$ cat src/rtl/pce_pkg.sv
`timescale 1ns/1ps
package pce_pkg;
  parameter int XLEN_DEF  = 64;
  parameter int NPRED_DEF = 64;
  parameter int NGPR_DEF  = 128;

  typedef enum logic [2:0] {
    OP_ADD  = 3'd0,
    OP_SUB  = 3'd1,
    OP_CEQ  = 3'd2,
    OP_CNE  = 3'd3,
    OP_CLT  = 3'd4,
    OP_CLTU = 3'd5,
    OP_RSV6 = 3'd6,
    OP_RSV7 = 3'd7
  } op_e;
endpackage

$ cat src/rtl/pce_operand_sel.sv
`timescale 1ns/1ps
module pce_operand_sel #(
  parameter int XLEN = 64,
  parameter int GAW  = 7
) (
  input  logic [GAW-1:0]  src1_idx,
  input  logic [XLEN-1:0] src1_val,
  input  logic [GAW-1:0]  src2_idx,
  input  logic [XLEN-1:0] src2_val,
  input  logic [XLEN-1:0] imm,
  input  logic            use_imm,
  output logic [XLEN-1:0] opa,
  output logic [XLEN-1:0] opb
);
  logic [XLEN-1:0] src2_eff;

  // register 0 is a constant zero regardless of what the read port shows
  always_comb begin
    opa      = (src1_idx == '0) ? '0 : src1_val;
    src2_eff = (src2_idx == '0) ? '0 : src2_val;
    opb      = use_imm ? imm : src2_eff;
  end
endmodule

$ cat src/rtl/pce_alu.sv
`timescale 1ns/1ps
module pce_alu
  import pce_pkg::*;
#(
  parameter int XLEN = 64
) (
  input  logic [2:0]      op,
  input  logic [XLEN-1:0] opa,
  input  logic [XLEN-1:0] opb,
  output logic [XLEN-1:0] result,
  output logic            cond,
  output logic            is_arith,
  output logic            is_cmp
);
  op_e             op_dec;
  logic [XLEN-1:0] sum;
  logic [XLEN-1:0] diff;
  logic            eq;
  logic            lt_s;
  logic            lt_u;

  always_comb begin
    op_dec = op_e'(op);
    sum    = opa + opb;
    diff   = opa - opb;
    eq     = (opa == opb);
    lt_u   = (opa < opb);
    lt_s   = ($signed(opa) < $signed(opb));

    result   = sum;
    cond     = 1'b0;
    is_arith = 1'b0;
    is_cmp   = 1'b0;
    unique case (op_dec)
      OP_ADD:  begin is_arith = 1'b1; result = sum;  end
      OP_SUB:  begin is_arith = 1'b1; result = diff; end
      OP_CEQ:  begin is_cmp = 1'b1; cond = eq;   end
      OP_CNE:  begin is_cmp = 1'b1; cond = !eq;  end
      OP_CLT:  begin is_cmp = 1'b1; cond = lt_s; end
      OP_CLTU: begin is_cmp = 1'b1; cond = lt_u; end
      default: begin is_arith = 1'b0; is_cmp = 1'b0; end
    endcase
  end
endmodule

$ cat src/rtl/pce_pred_file.sv
`timescale 1ns/1ps
module pce_pred_file #(
  parameter int NPRED = 64,
  parameter int PAW   = $clog2(NPRED)
) (
  input  logic             clk,
  input  logic             rst_n,
  input  logic             we1,
  input  logic [PAW-1:0]   waddr1,
  input  logic             wdata1,
  input  logic             we2,
  input  logic [PAW-1:0]   waddr2,
  input  logic             wdata2,
  input  logic [PAW-1:0]   raddr,
  output logic             rdata,
  output logic [NPRED-1:0] bits
);
  for (genvar g = 0; g < NPRED; g++) begin : g_bit
    if (g == 0) begin : g_const
      assign bits[g] = 1'b1;
    end else begin : g_flop
      logic q;
      always_ff @(posedge clk) begin
        if (!rst_n)
          q <= 1'b0;
        else if (we1 && (waddr1 == PAW'(g)))
          q <= wdata1;      // first destination wins on alias
        else if (we2 && (waddr2 == PAW'(g)))
          q <= wdata2;
      end
      assign bits[g] = q;
    end
  end

  assign rdata = bits[raddr];
endmodule

$ cat src/rtl/pce_unit.sv
`timescale 1ns/1ps
module pce_unit #(
  parameter int XLEN  = pce_pkg::XLEN_DEF,
  parameter int NPRED = pce_pkg::NPRED_DEF,
  parameter int NGPR  = pce_pkg::NGPR_DEF,
  localparam int PAW  = $clog2(NPRED),
  localparam int GAW  = $clog2(NGPR)
) (
  input  logic             clk,
  input  logic             rst_n,
  input  logic             in_valid,
  output logic             in_ready,
  input  logic [2:0]       in_op,
  input  logic [PAW-1:0]   in_qp,
  input  logic [GAW-1:0]   in_src1_idx,
  input  logic [XLEN-1:0]  in_src1_val,
  input  logic [GAW-1:0]   in_src2_idx,
  input  logic [XLEN-1:0]  in_src2_val,
  input  logic [XLEN-1:0]  in_imm,
  input  logic             in_use_imm,
  input  logic [GAW-1:0]   in_dst,
  input  logic [PAW-1:0]   in_pdst1,
  input  logic [PAW-1:0]   in_pdst2,
  output logic             gr_we,
  output logic [GAW-1:0]   gr_waddr,
  output logic [XLEN-1:0]  gr_wdata,
  output logic             pr_we1,
  output logic [PAW-1:0]   pr_waddr1,
  output logic             pr_wdata1,
  output logic             pr_we2,
  output logic [PAW-1:0]   pr_waddr2,
  output logic             pr_wdata2,
  output logic [NPRED-1:0] pred_bits
);
  logic [XLEN-1:0] opa, opb, result;
  logic            cond, is_arith, is_cmp;
  logic            qp_true, fire;
  logic            gr_go, p1_go, p2_go;

  assign in_ready = 1'b1;

  pce_operand_sel #(.XLEN(XLEN), .GAW(GAW)) u_opsel (
    .src1_idx (in_src1_idx),
    .src1_val (in_src1_val),
    .src2_idx (in_src2_idx),
    .src2_val (in_src2_val),
    .imm      (in_imm),
    .use_imm  (in_use_imm),
    .opa      (opa),
    .opb      (opb)
  );

  pce_alu #(.XLEN(XLEN)) u_alu (
    .op       (in_op),
    .opa      (opa),
    .opb      (opb),
    .result   (result),
    .cond     (cond),
    .is_arith (is_arith),
    .is_cmp   (is_cmp)
  );

  always_comb begin
    fire  = in_valid && qp_true;
    gr_go = fire && is_arith && (in_dst != '0);
    p1_go = fire && is_cmp && (in_pdst1 != '0);
    p2_go = fire && is_cmp && (in_pdst2 != '0) && (in_pdst2 != in_pdst1);
  end

  pce_pred_file #(.NPRED(NPRED), .PAW(PAW)) u_pfile (
    .clk    (clk),
    .rst_n  (rst_n),
    .we1    (p1_go),
    .waddr1 (in_pdst1),
    .wdata1 (cond),
    .we2    (p2_go),
    .waddr2 (in_pdst2),
    .wdata2 (!cond),
    .raddr  (in_qp),
    .rdata  (qp_true),
    .bits   (pred_bits)
  );

  always_ff @(posedge clk) begin
    if (!rst_n) begin
      gr_we     <= 1'b0;
      gr_waddr  <= '0;
      gr_wdata  <= '0;
      pr_we1    <= 1'b0;
      pr_waddr1 <= '0;
      pr_wdata1 <= 1'b0;
      pr_we2    <= 1'b0;
      pr_waddr2 <= '0;
      pr_wdata2 <= 1'b0;
    end else begin
      gr_we     <= gr_go;
      gr_waddr  <= in_dst;
      gr_wdata  <= result;
      pr_we1    <= p1_go;
      pr_waddr1 <= in_pdst1;
      pr_wdata1 <= cond;
      pr_we2    <= p2_go;
      pr_waddr2 <= in_pdst2;
      pr_wdata2 <= !cond;
    end
  end
endmodule

$ cat config.mk
export PLATFORM = sky130hd
export DESIGN_NAME = pce_unit
export DESIGN_NICKNAME = d
export VERILOG_FILES = /design/src/rtl/pce_pkg.sv /design/src/rtl/pce_operand_sel.sv /design/src/rtl/pce_alu.sv /design/src/rtl/pce_pred_file.sv /design/src/rtl/pce_unit.sv
export SDC_FILE = /design/constraint.sdc
export NUM_CORES = 1
export LEC_CHECK = 0
export BUFFER_PORTS_ARGS = -buffer_cell sky130_fd_sc_hd__buf_2
export CORE_UTILIZATION = 26
export DETAILED_ROUTE_END_ITERATION = 16
export MAX_ROUTING_LAYER = met4
export PLACE_DENSITY_LB_ADDON = 0.15
export SLEW_MARGIN = 40
export SYNTH_ARGS = -nofsm -noshare
export SYNTH_HDL_FRONTEND = slang
export SYNTH_SLANG_ARGS = --single-unit
$ cat constraint.sdc
create_clock -name clk -period 12 [get_ports clk]
set_clock_uncertainty 0.2 [all_clocks]
set_input_delay 1.8 -clock clk [delete_from_list [all_inputs] [get_ports clk]]
set_output_delay 1.8 -clock clk [all_outputs]
set_load 0.1 [all_outputs]
==> impl_metrics.csv <==
group,metric,value,unit
detailed_routing,routed_wirelength,71100,um
sta,report.final.slew_viol_count,0,
setup_path,rrSetupSlack,7.95,ns
setup_path,worstReg2RegEnd,"u_pfile.g_bit[50].g_flop.q$_SDFFE_PN0P_",
clock_network,cts_tree,"yes",
power,vdd_ir_drop_max,0.000114,V
run,drv_cap,0,
clock_network,cts_sinks,151,
global_route,grt_start_max_net_pins,77,
power,powerDensity,121,nW/um^2
min_path,hold_depth,2,
sta,slew_headroom,0.461,
setup_path,required,12.25,ns
clock_network,postCtsHoldBufs,0,
sta,period_share,0.565,
power,p_leak,0.00819,uW
detailed_routing,drc,0,
min_path,min_from,"u_pfile.g_bit[48].g_flop.q$_SDFFE_PN0P_",
synth,synthCells,2174,
floorplan,ios,391,
sta,fin_crit,6.78,ns
sta,finalSetupViolations,0,
min_path,holdPathEnd,"u_pfile.g_bit[48].g_flop.q$_SDFFE_PN0P_",
floorplan,die_w,249,um
global_route,grt_pass1_wl,107000,um
cells_and_area,final_util,0.305,
detailed_routing,via_per_inst,5.47,
clock_network,clk_latency,0.50,ns
setup_path,reg2regPathDepth,10,
cells_and_area,final_cell_area,18400,um^2
place,placed_area,17800,um^2
setup_path,critPathKind,"primary input to flop",
clock_network,post_cts_resized,0,
global_route,grt_pass1_vias,17200,
setup_path,critPathMaxStageDelay,0.70,ns
floorplan,fp.dieArea,62000,um^2
synth,syn_avg_cell_area,7.30,um^2
floorplan,rows,90,
global_route,grt-ovfl-total,0,
setup_path,cp_cell_sequence,"buf_2 -> nor4_1 -> a21oi_4 -> buf_4 -> a22o_1 -> ha_1 -> nor4_1 -> nand4_1 -> nor2_2 -> nand2_1 -> nor4_2 -> xnor2_1 -> or3b_1 -> nand2_1 -> or2_1 -> o221a_2",
setup_path,worstPathMaxFanout,44,
min_path,hp-class,"flop to flop",
clock_network,cts-root-buf,"clkbuf_16",
setup_path,crit_path_end_kind,"flop",
floorplan,core,60400,um^2
sta,worst_pin_slew,0.806,ns
detailed_routing,dr.first_iter.drc_count,1645,
place,routabilityCongestion,0.963,
clock_network,cts_setup_buffers,0,
setup_path,critPathBufInv,2,
detailed_routing,antenna_left,0,
clock_network,cts.clk_slew.worst_paths,0.08,ns
sta,finalHoldViolCount,0,
sta,rsz0062_at_grt,"no",
global_route,track_usage,0.230,
floorplan,initial_core_util,0.263,
place,port_buffers,388,
synth,yosys_register_bits,151,
clock_network,numCtsBuffers,17,
setup_path,cp-start-kind,"primary input",
setup_path,rr_startpoint,"u_pfile.g_bit[15].g_flop.q$_SDFFE_PN0P_",
synth,ys.flop_type,"dfxtp_1",
run_status,status,"completed",
cells_and_area,final_nets,2750,
synth,async_reset_ff_frac,0,
setup_path,crit_path_top_delay_cell,"nor4_1",
synth,ys_types,89,
global_route,antenna_found_initial,8,
sta,whs,0.339,ns
place,place.detailed.hpwl,56000,um
clock_network,clock_path_buffers,2,
synth,synth_area,15900,um^2
synth,ys_seq_area_frac,0.190,
setup_path,critPathTopFamily,"simple AND/OR/NAND/NOR gates",
detailed_routing,vias,17400,
cells_and_area,layout-drive-gt1-share,0.214,
floorplan,die_y,249,um
setup_path,arrival,7.03,ns
clock_network,htreeDepth,4,
sta,tns,0,ns
detailed_routing,detail_route.wl_per_cell,22.3,um
synth,synth_edf_count,0,
sta,fmax,148,MHz
detailed_routing,first_pass_iters,6,
cells_and_area,area_delta_synth_final,16.1,%
synth,yosys_warnings,0,
[Yosys cell counts, types with 8 or more instances]
| library cell | instances | area [um^2] |
|---|---|---|
| a211oi_1 | 29 | 218 |
| a21o_1 | 40 | 300 |
| a21oi_1 | 170 | 851 |
| a22o_1 | 63 | 552 |
| a311oi_1 | 11 | 96.3 |
| a31oi_1 | 27 | 169 |
| and2_1 | 94 | 588 |
| and3_1 | 13 | 81.3 |
| buf_1 | 10 | 37.5 |
| buf_2 | 20 | 100 |
| buf_4 | 70 | 526 |
| clkbuf_1 | 106 | 398 |
| dfxtp_1 | 151 | 3020 |
| ha_1 | 127 | 1590 |
| inv_1 | 138 | 518 |
| mux2i_1 | 11 | 110 |
| mux4_2 | 19 | 428 |
| nand2_1 | 133 | 499 |
| nand2b_1 | 21 | 131 |
| nand3_1 | 45 | 225 |
| nand4_1 | 21 | 131 |
| nor2_1 | 222 | 833 |
| nor2b_1 | 23 | 144 |
| nor3_1 | 41 | 205 |
| nor4_1 | 42 | 263 |
| o211a_1 | 18 | 180 |
| o211ai_1 | 18 | 135 |
| o21a_1 | 10 | 75.1 |
| o21ai_0 | 184 | 921 |
| o21bai_1 | 25 | 188 |
| o221a_2 | 24 | 270 |
| o221ai_1 | 15 | 131 |
| o31ai_1 | 29 | 218 |
| or2_2 | 9 | 56.3 |
| or4_1 | 8 | 60.1 |
| xnor2_1 | 55 | 482 |
| xor2_1 | 9 | 78.8 |
[cell type report]
type | instances | area [um^2]
Sequential cell | 151 | 3020
Clock inverter | 13 | 138
Tap cell | 782 | 978
Antenna cell | 5 | 12.5
Fill cell | 6650 | 41900
Timing Repair Buffer | 399 | 2040
Inverter | 140 | 526
Multi-Input combinational cell | 1674 | 11300
Clock buffer | 18 | 439
[placed cells by master, fill, tap and decap left out, drive strengths merged, types with 9 or more instances in the layout]
cell type and n:
a211oi 29, a21o 40, a21oi 171, a22o 63, a311oi 11, a31oi 27, and2 95, and3 13
buf 398, clkbuf 19, dfxtp 151, ha 127, inv 146, mux2i 11, mux4 19, nand2 133
nand2b 21, nand3 46, nand4 21, nor2 224, nor2b 23, nor3 42, nor4 46, o211a 18
o211ai 18, o21a 10, o21ai 186, o21bai 25, o221a 24, o221ai 16, o31ai 30, or2 11
or4 9, xnor2 55, xor2 9
[worst register-to-register path: cells and delay by family (launching register included)]
| kind | cells | cell delay (ns) |
|---|---|---|
| simple gates | 4 | 1.43 |
| mux | 3 | 1.29 |
| compound gates | 3 | 0.70 |
| flops | 1 | 0.33 |
[state kept, by name, indices dropped and copies added (netlist names)]
name	cells
pr_we2	1
pr_waddr2	6
gr_wdata	64
u_pfile.g_bit.g_flop.q	63
gr_we	1
pr_wdata2	1
pr_waddr1	6
pr_we1	1
gr_waddr	7
pr_wdata1	1
[logic make-up (layout without fill, tap and decap cells)]
kind of cell,count (synthesis),count (layout),share of synthesized area
multiplexers,32,32,0.0353
flip-flops,151,151,0.190
AND/OR/NAND/NOR,707,707,0.221
AO/OA/AOI/OAI,740,740,0.313
adder cells (fa/ha/maj),129,129,0.103
XOR/XNOR,64,64,0.0353
buffers and inverters,350,570,0.102
other,1,7,0.000236
[worst max path at each step]
stage          depth (start not counted)      startpoint  slack [ns]                                 endpoint
2_1_floorplan                         20  in_src2_idx[1]        5.86  u_pfile.g_bit[54].g_flop.q$_SDFFE_PN0P_
3_5_place_dp                          17      in_use_imm        4.57  u_pfile.g_bit[63].g_flop.q$_SDFFE_PN0P_
6_report                              16  in_src2_idx[2]        5.22  u_pfile.g_bit[60].g_flop.q$_SDFFE_PN0P_
5_1_grt                               17  in_src2_idx[2]        4.87  u_pfile.g_bit[46].g_flop.q$_SDFFE_PN0P_
3_3_place_gp                          17      in_use_imm        4.35  u_pfile.g_bit[45].g_flop.q$_SDFFE_PN0P_
4_1_cts                               17      in_use_imm        5.12  u_pfile.g_bit[63].g_flop.q$_SDFFE_PN0P_
[routing by layer]
metal  GRT usage  vias to the layer above  wire (um)
met2       0.364                      724      32700
met3      0.0388                       73       4370
met1       0.305                     8387      32700
li1            -                     8213          -
met4      0.0540                        0       1330
met5           -                        -          0
[where the power goes]
part	internal [uW]	switching, uW
clock network	295	278
logic	290	812
registers	544	16.6
[through the flow]
| step | worst slack [ns] | std cells | power [uW] |
|---|---|---|---|
| after floorplan | 5.86 | 2175 | 1380 |
| after global placement | 4.35 | 3145 | 1670 |
| after detailed placement | 4.57 | 3145 | 1660 |
| after CTS | 5.12 | 3176 | 2250 |
| after global routing | 4.87 | 3181 | 2350 |
| final | 5.22 | 3182 | 2240 |
Note: power is estimated with default switching activity, not from simulation.
